--- src/rtl/mtmr_pkg.sv ---
package mtmr_pkg;
  // byte offsets of the register file
  localparam int OFF_FLAG = 'h00;
  localparam int OFF_CTRL = 'h04;
  localparam int OFF_CNT  = 'h08;
  localparam int OFF_PRE  = 'h0C;
  localparam int OFF_MC   = 'h14;
  localparam int OFF_CMP  = 'h18;
  localparam int OFF_MODE = 'h70;

  // control bit positions
  localparam int CTRL_EN   = 0;
  localparam int CTRL_HOLD = 1;

  // match action field, bit 2 stop, bit 1 zero, bit 0 interrupt
  typedef struct packed {
    logic stop;
    logic zero;
    logic intr;
  } match_act_t;
endpackage

--- src/rtl/mtmr_rst_sync.sv ---
module mtmr_rst_sync (
  input  logic clk,
  input  logic rst_n,
  output logic rst_sync_n
);
  logic [1:0] sync_q;

  always_ff @(posedge clk or negedge rst_n) begin
    if (!rst_n) sync_q <= 2'b00;
    else        sync_q <= {sync_q[0], 1'b1};
  end

  assign rst_sync_n = sync_q[1];
endmodule

--- src/rtl/mtmr_prescale.sv ---
module mtmr_prescale #(
  parameter int CNT_W = 32
) (
  input  logic             clk,
  input  logic             rst_n,
  input  logic             run,
  input  logic             hold,
  input  logic [CNT_W-1:0] pre_val,
  output logic             tick
);
  logic [CNT_W-1:0] pc_q, pc_d;
  logic             at_end;

  assign at_end = (pc_q >= pre_val);
  assign tick   = run && !hold && at_end;

  always_comb begin
    pc_d = pc_q;
    if (hold)                pc_d = '0;
    else if (run && at_end)  pc_d = '0;
    else if (run)            pc_d = pc_q + CNT_W'(1);
  end

  always_ff @(posedge clk or negedge rst_n) begin
    if (!rst_n) pc_q <= '0;
    else        pc_q <= pc_d;
  end


  pre_hold_chk: assert property (@(posedge clk) disable iff (!rst_n)
    hold |=> (pc_q == '0));
endmodule

--- src/rtl/mtmr_core.sv ---
module mtmr_core
  import mtmr_pkg::*;
#(
  parameter int CNT_W = 32
) (
  input  logic             clk,
  input  logic             rst_n,
  input  logic             tick,
  input  logic             hold,
  input  logic             wr,
  input  logic [CNT_W-1:0] wdata,
  input  logic [CNT_W-1:0] cmp_val,
  input  match_act_t       act,
  output logic [CNT_W-1:0] cnt,
  output logic             match_evt
);
  logic [CNT_W-1:0] cnt_q, cnt_d;

  assign match_evt = tick && !hold && !wr && (cnt_q == cmp_val);
  assign cnt       = cnt_q;

  always_comb begin
    cnt_d = cnt_q;
    if (hold)                         cnt_d = '0;
    else if (wr)                      cnt_d = wdata;
    else if (match_evt && act.zero)   cnt_d = '0;
    else if (match_evt && act.stop)   cnt_d = cnt_q;
    else if (tick)                    cnt_d = cnt_q + CNT_W'(1);
  end

  always_ff @(posedge clk or negedge rst_n) begin
    if (!rst_n) cnt_q <= '0;
    else        cnt_q <= cnt_d;
  end


  zero_on_match_chk: assert property (@(posedge clk) disable iff (!rst_n)
    (match_evt && act.zero) |=> (cnt_q == '0));


  wrap_chk: assert property (@(posedge clk) disable iff (!rst_n)
    (tick && !wr && !match_evt && (cnt_q == '1)) |=> (cnt_q == '0));
endmodule

--- src/rtl/mtmr_regs.sv ---
module mtmr_regs
  import mtmr_pkg::*;
#(
  parameter int CNT_W  = 32,
  parameter int ADDR_W = 8
) (
  input  logic              clk,
  input  logic              rst_n,
  input  logic              bus_en,
  input  logic              bus_we,
  input  logic [ADDR_W-1:0] bus_addr,
  input  logic [CNT_W-1:0]  bus_wdata,
  output logic [CNT_W-1:0]  bus_rdata,
  input  logic [CNT_W-1:0]  cnt_val,
  input  logic              match_evt,
  output logic              cnt_en,
  output logic              cnt_hold,
  output logic              cnt_wr,
  output logic              ctrl_wr,
  output logic [CNT_W-1:0]  pre_val,
  output logic [CNT_W-1:0]  cmp_val,
  output match_act_t        act,
  output logic              flag
);
  logic             flag_q, flag_d;
  logic [1:0]       ctrl_q, ctrl_d;
  logic [CNT_W-1:0] pre_q, pre_d;
  logic [CNT_W-1:0] cmp_q, cmp_d;
  logic [CNT_W-1:0] mode_q, mode_d;
  match_act_t       act_q, act_d;
  logic             wr_any;
  logic             sel_flag, sel_pre, sel_mc, sel_cmp, sel_mode;

  assign wr_any   = bus_en && bus_we;
  assign sel_flag = wr_any && (bus_addr == ADDR_W'(OFF_FLAG));
  assign ctrl_wr  = wr_any && (bus_addr == ADDR_W'(OFF_CTRL));
  assign cnt_wr   = wr_any && (bus_addr == ADDR_W'(OFF_CNT));
  assign sel_pre  = wr_any && (bus_addr == ADDR_W'(OFF_PRE));
  assign sel_mc   = wr_any && (bus_addr == ADDR_W'(OFF_MC));
  assign sel_cmp  = wr_any && (bus_addr == ADDR_W'(OFF_CMP));
  assign sel_mode = wr_any && (bus_addr == ADDR_W'(OFF_MODE));

  always_comb begin
    flag_d = flag_q;
    if (sel_flag && bus_wdata[0])     flag_d = 1'b0;
    if (match_evt && act_q.intr)      flag_d = 1'b1;

    ctrl_d = ctrl_q;
    if (match_evt && act_q.stop)      ctrl_d[CTRL_EN] = 1'b0;
    if (ctrl_wr)                      ctrl_d = bus_wdata[1:0];

    pre_d  = sel_pre  ? bus_wdata : pre_q;
    cmp_d  = sel_cmp  ? bus_wdata : cmp_q;
    mode_d = sel_mode ? bus_wdata : mode_q;
    act_d  = sel_mc   ? match_act_t'(bus_wdata[2:0]) : act_q;
  end

  always_ff @(posedge clk or negedge rst_n) begin
    if (!rst_n) begin
      flag_q <= 1'b0;
      ctrl_q <= '0;
      pre_q  <= '0;
      cmp_q  <= '0;
      mode_q <= '0;
      act_q  <= '0;
    end else begin
      flag_q <= flag_d;
      ctrl_q <= ctrl_d;
      pre_q  <= pre_d;
      cmp_q  <= cmp_d;
      mode_q <= mode_d;
      act_q  <= act_d;
    end
  end

  always_comb begin
    bus_rdata = '0;
    if (bus_en && !bus_we) begin
      case (bus_addr)
        ADDR_W'(OFF_FLAG): bus_rdata[0]   = flag_q;
        ADDR_W'(OFF_CTRL): bus_rdata[1:0] = ctrl_q;
        ADDR_W'(OFF_CNT):  bus_rdata      = cnt_val;
        ADDR_W'(OFF_PRE):  bus_rdata      = pre_q;
        ADDR_W'(OFF_MC):   bus_rdata[2:0] = act_q;
        ADDR_W'(OFF_CMP):  bus_rdata      = cmp_q;
        ADDR_W'(OFF_MODE): bus_rdata      = mode_q;
        default:           bus_rdata      = '0;
      endcase
    end
  end

  assign cnt_en   = ctrl_q[CTRL_EN];
  assign cnt_hold = ctrl_q[CTRL_HOLD];
  assign pre_val  = pre_q;
  assign cmp_val  = cmp_q;
  assign act      = act_q;
  assign flag     = flag_q;


  flag_fall_chk: assert property (@(posedge clk) disable iff (!rst_n)
    $fell(flag_q) |-> $past(sel_flag && bus_wdata[0]));


  flag_rise_chk: assert property (@(posedge clk) disable iff (!rst_n)
    $rose(flag_q) |-> $past(match_evt && act_q.intr));
endmodule

--- src/rtl/match_timer.sv ---
module match_timer
  import mtmr_pkg::*;
#(
  parameter int CNT_W  = 32,
  parameter int ADDR_W = 8
) (
  input  logic              clk,
  input  logic              rst_n,
  input  logic              bus_en,
  input  logic              bus_we,
  input  logic [ADDR_W-1:0] bus_addr,
  input  logic [CNT_W-1:0]  bus_wdata,
  output logic [CNT_W-1:0]  bus_rdata,
  output logic              irq
);
  logic             rst_sync_n;
  logic             cnt_en, cnt_hold, cnt_wr, ctrl_wr;
  logic             tick, match_evt, run;
  logic [CNT_W-1:0] pre_val, cmp_val, cnt_val;
  match_act_t       act;

  assign run = cnt_en && !cnt_hold;

  mtmr_rst_sync rst_i (
    .clk        (clk),
    .rst_n      (rst_n),
    .rst_sync_n (rst_sync_n)
  );

  mtmr_regs #(.CNT_W(CNT_W), .ADDR_W(ADDR_W)) regs_i (
    .clk       (clk),
    .rst_n     (rst_sync_n),
    .bus_en    (bus_en),
    .bus_we    (bus_we),
    .bus_addr  (bus_addr),
    .bus_wdata (bus_wdata),
    .bus_rdata (bus_rdata),
    .cnt_val   (cnt_val),
    .match_evt (match_evt),
    .cnt_en    (cnt_en),
    .cnt_hold  (cnt_hold),
    .cnt_wr    (cnt_wr),
    .ctrl_wr   (ctrl_wr),
    .pre_val   (pre_val),
    .cmp_val   (cmp_val),
    .act       (act),
    .flag      (irq)
  );

  mtmr_prescale #(.CNT_W(CNT_W)) pre_i (
    .clk     (clk),
    .rst_n   (rst_sync_n),
    .run     (run),
    .hold    (cnt_hold),
    .pre_val (pre_val),
    .tick    (tick)
  );

  mtmr_core #(.CNT_W(CNT_W)) core_i (
    .clk       (clk),
    .rst_n     (rst_sync_n),
    .tick      (tick),
    .hold      (cnt_hold),
    .wr        (cnt_wr),
    .wdata     (bus_wdata),
    .cmp_val   (cmp_val),
    .act       (act),
    .cnt       (cnt_val),
    .match_evt (match_evt)
  );


  stop_clears_en_chk: assert property (@(posedge clk) disable iff (!rst_sync_n)
    (match_evt && act.stop && !ctrl_wr) |=> !cnt_en);


  freeze_chk: assert property (@(posedge clk) disable iff (!rst_sync_n)
    (!cnt_en && !cnt_hold && !cnt_wr) |=> $stable(cnt_val));
endmodule

--- config.mk ---
export PLATFORM = sky130hd
export DESIGN_NAME = match_timer
export DESIGN_NICKNAME = d
export VERILOG_FILES = /design/src/rtl/mtmr_pkg.sv /design/src/rtl/mtmr_rst_sync.sv /design/src/rtl/mtmr_prescale.sv /design/src/rtl/mtmr_core.sv /design/src/rtl/mtmr_regs.sv /design/src/rtl/match_timer.sv
export SDC_FILE = /design/constraint.sdc
export NUM_CORES = 1
export LEC_CHECK = 0
export CORE_AREA = 5 5 140 175
export DETAILED_ROUTE_END_ITERATION = 8
export DIE_AREA = 0 0 145 180
export PLACE_DENSITY = 0.78
export RECOVER_POWER = 50
export SLEW_MARGIN = 25
export SYNTH_ARGS = -nofsm -noshare
export SYNTH_HDL_FRONTEND = slang
export SYNTH_SLANG_ARGS = --single-unit
--- constraint.sdc ---
create_clock -name clk -period 4.6 [get_ports clk]
set_input_delay 0.92 -clock clk [delete_from_list [all_inputs] [get_ports clk]]
set_output_delay 0.92 -clock clk [all_outputs]
set_load 0.02 [all_outputs]
Word level (Yosys, flattened, before mapping). Index checks and enable logic that the tools add are counted.

Input bits: 44. Output and inout bits: 33. Bits in registers: 168. Word-level logic and storage cells: 69.

Muxes and demuxes: 17. Reductions and logical operators: 29. $lt $le $gt $ge: 1. Add/subtract/negate cells: 2. Equal/unequal tests: 8.

Operators by type and width (count): $mux 32 (9); $pmux 29 s4 (1); $add 32x1->32 const B (2); $eq 32x32->1 (1); $ge 32x32->1 (1); $logic_and 1x1->1 (20); $eq 8x4->1 const B (2); $eq 8x5->1 const B (2); $eq 8x3->1 const B (1); $eq 8x7->1 const B (1); $logic_not 8->1 (1); $pmux 1 s7 (1); $pmux 1 s6 (1); $pmux 1 s5 (1); $mux 1 (4); $ne 4x2->1 const B (1); $reduce_bool 2->1 (2); $reduce_bool 4->1 (1); $logic_not 1->1 (3); $reduce_bool 3->1 (1); $reduce_and 2->1 (1).

Logic depth before layout (Yosys ltp).
Depth after elaboration: 12. Depth in mapped cells: 11. Depth with buffers taken out: 10.

Modules after synthesis. From an unflattened synthesis, not the netlist that was laid out.

Cell total of the unflattened synthesis: 1146. Area, all modules: 11086.9 µm².

Modules (own cells, without submodules): mtmr_regs (seq. area each 2552.4 µm², cells an instance 413, times used 1, area each 5122.4 µm²); mtmr_prescale (seq. area each 800.8 µm², cells an instance 377, times used 1, area each 3002.9 µm²); mtmr_core (seq. area each 800.8 µm², cells an instance 352, times used 1, area each 2894.0 µm²); mtmr_rst_sync (seq. area each 50.0 µm², cells an instance 3, times used 1, area each 53.8 µm²); match_timer (seq. area each 0.0 µm², cells an instance 1, times used 1, area each 13.8 µm²).

Worst setup path after synthesis. OpenSTA, ideal clock, no wires.

Path type: input-to-output. From: in bus_addr[1]. To: out bus_rdata[21]. Stages: 8. Buffers on the path: 3. Slack: 0.701 ns. Required time: 3.680 ns. Arrival time: 2.979 ns. Cells stage by stage: or3_4 or4_1 buf_2 nor2_2 o311ai_0 clkbuf_1 clkbuf_1 nor2_1.

Longest elaborated chain between the ends: 3. Elaborated cells on any way between the ends: 6. Those cells by class: eq/ne: 4; mux: 2.

Ends and longest elaborated chain: start, declared (RTL line match_timer.sv:11) `input logic [ADDR_W-1:0] bus_addr,`; $eq 8x7->1 (tied with other cells) (RTL line mtmr_regs.sv:79) `case (bus_addr)`; $pmux 29 s4 * (RTL line mtmr_regs.sv:79); $mux 32 * (RTL line mtmr_regs.sv:78) `if (bus_en && !bus_we) begin`; end, declared (RTL line match_timer.sv:13) `output logic [CNT_W-1:0] bus_rdata,`.

Every way passes the cells marked *; elsewhere a longest branch is shown, timed or not.

Final worst setup path.
From: in bus_addr[1]. To: out bus_rdata[24].

The elaborated chain is that of the path after synthesis.

==> flow_summary.json <==
{
  "synthFlopType": "dfrtp_1",
  "ys_seq_area_share_pct": 42.2,
  "r2r_end": "regs_i.mode_q[21]",
  "antenna_found_initial": 0,
  "critPathMostFrequentCell": "clkdlybuf4s50_1",
  "async_reset_ff_share_pct": 100,
  "worstMarginPinSlew_ns": 2.32,
  "finalNetCount": 1164,
  "path_class": "in2out",
  "seq_power_share_pct": 44.5,
  "root_buffer": "clkbuf_16",
  "met3WireLength_um": 1680,
  "port_buffers": 76,
  "post_cts_resized": 0,
  "switching_share_pct": 31.2,
  "drc": 0,
  "drv_cap": 1,
  "violations": "max-capacitance violations, max-slew violations",
  "postSynthAreaPerCell_um2": 9.68,
  "cp.arrival_ns": 3.57,
  "grt_pass1_vias": 8665,
  "min_period_ns": 4.49,
  "dr_total_vias": 8490,
  "slew_headroom_pct": -55.0,
  "tns_ns": 0,
  "hold_path_class": "reg2reg",
  "yosysTopAreaCell": "dfrtp_1",
  "cp_max_fo": 12,
  "crit_chain": "clkdlybuf4s50_1 -> or3_4 -> or4_1 -> nor2_2 -> buf_4 -> a222oi_1 -> nor2_1 -> clkdlybuf4s50_1",
  "comb_power_share_pct": 19.1,
  "synthTopCellsByArea": "dfrtp_1, mux2_2, ha_1",
  "grt_use_total_pct": 21.7,
  "wl_met1_um": 11600,
  "r2r_cells": 1,
  "route.met2.wl_um": 13900,
  "worstPathRequired_ns": 3.68,
  "skew_ns": 0.0133,
  "fmax_mhz": 223,
  "start_kind": "input port",
  "hold_end": "rst_i.sync_q[1]",
  "reg2reg_from": "rst_i.sync_q[1]",
  "dieHeight_um": 180,
  "clock_latency_ns": 0.44,
  "dpl.hpwl_um": 20400,
  "cts_buffers": 17,
  "end_kind": "output port",
  "worstHoldStart": "rst_i.sync_q[0]",
  "synth_edf_count": 0,
  "antenna_left": 0,
  "intPower_mw": 3.04,
  "syn_inst": 1028,
  "clock-sinks": 168,
  "stdcell_count": 1388,
  "whs_ns": 0.350,
  "vias_per_cell": 6.12,
  "crit_path_max_incr_delay_ns": 0.64,
  "row_count": 62,
  "p_sw_mw": 1.38,
  "yosys_warnings": 0,
  "yosysTopAreaCellShare_pct": 42.2,
  "place_congestion": 0.908,
  "first_pass_iters": 5,
  "cts.clk_slew.worst_paths_ns": 0.07,
  "synth_cell_types": 64,
  "drt_wl_total_um": 28600,
  "maxSlewViolCount": 152,
  "clockBufferDepth": 2,
  "ios": 77,
  "grt_first_pass_wirelength_um": 46400,
  "grt_max_degree": 110,
  "crit_path_top_delay_cell": "clkdlybuf4s50_1",
  "finalCritPeriodShare_pct": 97.6,
  "grt_overflow": 0,
  "hold_depth": 0,
  "ys_ff_latch": 168,
  "ctsHtreeMaxLevel": 4,
  "syn2layout_area_growth_pct": 17.8,
  "drive_gt1_share_pct": 16.7,
  "netlist_area_mm2": 0.00995,
  "hold_viol": 0,
  "start_util_pct": 43.8,
  "dieArea_mm2": 0.0261,
  "placedCellCount": 1355,
  "die_w_um": 145,
  "syn_nets": 1106,
  "wl_per_cell_um": 20.6,
  "p_total_mw": 4.41,
  "highest_layer": "met4",
  "rsz0062_at_grt": "no",
  "cts_tree": "done",
  "cellPowerDensity_mw_per_mm2": 376,
  "vdd_drop_max_mv": 0.273,
  "core-area_mm2": 0.0227,
  "drtIter0Drc": 748,
  "reg2reg_slack_ns": 0.95,
  "p_leak_nw": 5.21,
  "finalSetupViolations": 0,
  "cts_setup_buffers": 0,
  "clkPwrFrac_pct": 36.4,
  "status": "finished, violations left",
  "ctsHoldBuffers": 0
}
how the worst max path moves through the flow:
| stage | end | start | depth (start not counted) |
|---|---|---|---|
| after CTS | bus_rdata[24] | bus_addr[1] | 8 |
| after global placement | bus_rdata[23] | bus_addr[1] | 8 |
| after floorplan | bus_rdata[21] | bus_addr[1] | 8 |
| after detailed placement | bus_rdata[24] | bus_addr[1] | 8 |
| final | bus_rdata[24] | bus_addr[1] | 8 |
| after global routing | bus_rdata[24] | bus_addr[1] | 8 |
logic make-up after synthesis:
group                    share of synthesized area (%)
AO/OA/AOI/OAI                                     13.1
XOR/XNOR                                          5.63
adder cells (fa/ha/maj)                           4.27
buffers and inverters                             4.24
flip-flops                                        42.2
multiplexers                                      14.3
other                                           0.0377
AND/OR/NAND/NOR                                   16.2
sequential cells by signal (all words and copies together) (netlist names):
| name | cells |
|---|---|
| core_i.cnt | 32 |
| pre_i.pc_q | 32 |
| regs_i.cmp_val | 32 |
| regs_i.mode_q | 32 |
| regs_i.pre_val | 32 |
| regs_i.act | 3 |
| regs_i.ctrl_q | 2 |
| rst_i.sync_q | 2 |
| regs_i.flag | 1 |
critical path, delay by kind of cell:
family | cells | cell delay, ns
AO/OA/AOI/OAI | 1 | 0.12
buffers and inverters | 3 | 1.30
AND/OR/NAND/NOR | 4 | 1.24
cell usage in the layout, fill, tap and decap left out, types with 5 or more instances in the layout:
cell / netlist / final
a21oi_1: 33 / 33
a221oi_1: 19 / 19
a222oi_1: 15 / 15
a22oi_1: 19 / 19
and2_0: 6 / 6
and3_1: 11 / 11
and4_1: 8 / 8
buf_4: 1 / 19
bufinv_16: 0 / 5
clkbuf_16: 0 / 17
clkdlybuf4s50_1: 0 / 72
dfrtp_1: 168 / 168
ha_1: 34 / 34
inv_1: 43 / 43
mux2_2: 110 / 110
mux2i_1: 16 / 16
nand2_1: 101 / 101
nand3_1: 39 / 39
nand4_1: 19 / 19
nor2_1: 96 / 95
nor3_1: 13 / 12
nor4_1: 16 / 16
o21ai_0: 46 / 46
o21ai_1: 20 / 20
o31ai_1: 14 / 14
xnor2_1: 18 / 18
xor2_1: 46 / 46
stage by stage:
step	instance area, um2	setup WS (ns)	util, %
after detailed placement	11100	0.141	48.8
after global placement	11100	0.195	48.8
after floorplan	9950	0.701	-
after CTS	11700	0.135	51.6
final	11700	0.108	51.6
after global routing	11700	0.00778	51.6
Yosys cell counts, types with 3 or more instances:
| master | instances |
|---|---|
| dfrtp_1 | 168 |
| mux2_2 | 110 |
| nand2_1 | 101 |
| nor2_1 | 96 |
| clkbuf_1 | 56 |
| o21ai_0 | 46 |
| xor2_1 | 46 |
| inv_1 | 43 |
| nand3_1 | 39 |
| ha_1 | 34 |
| a21oi_1 | 33 |
| o21ai_1 | 20 |
| a221oi_1 | 19 |
| a22oi_1 | 19 |
| nand4_1 | 19 |
| xnor2_1 | 18 |
| mux2i_1 | 16 |
| nor4_1 | 16 |
| a222oi_1 | 15 |
| o31ai_1 | 14 |
| nor3_1 | 13 |
| and3_1 | 11 |
| and4_1 | 8 |
| and2_0 | 6 |
| a31oi_1 | 4 |
| and2_1 | 4 |
| or3_1 | 4 |
| a21o_1 | 3 |
| buf_6 | 3 |
| nor2b_1 | 3 |
| nor4_2 | 3 |
layout make-up:
type | instances | area, um2
fillers | 1978 | 11000
multi-input cells | 755 | 5360
flip-flops and latches | 168 | 4200
repair buffers | 101 | 990
clock buffers | 22 | 464
well taps | 288 | 360
clock inverters | 10 | 190
inverters | 43 | 161
diodes | 1 | 2.50
power groups by stage:
stage	logic, mW	registers [mW]	clock network (mW)
2_1_floorplan	0.705	1.82	0
3_3_place_gp	0.805	1.97	0
3_5_place_dp	0.824	1.98	0
4_1_cts	0.839	1.95	1.63
5_1_grt	0.926	2.00	1.68
6_report	0.844	1.96	1.61
layer usage:
layer	vias to the layer above	global-route usage, %
li1	3805	-
met1	4277	27.8
met2	322	35.5
met3	86	3.80
met4	0	10.9
met5	-	0
Note: power is estimated with default switching activity, not from simulation.
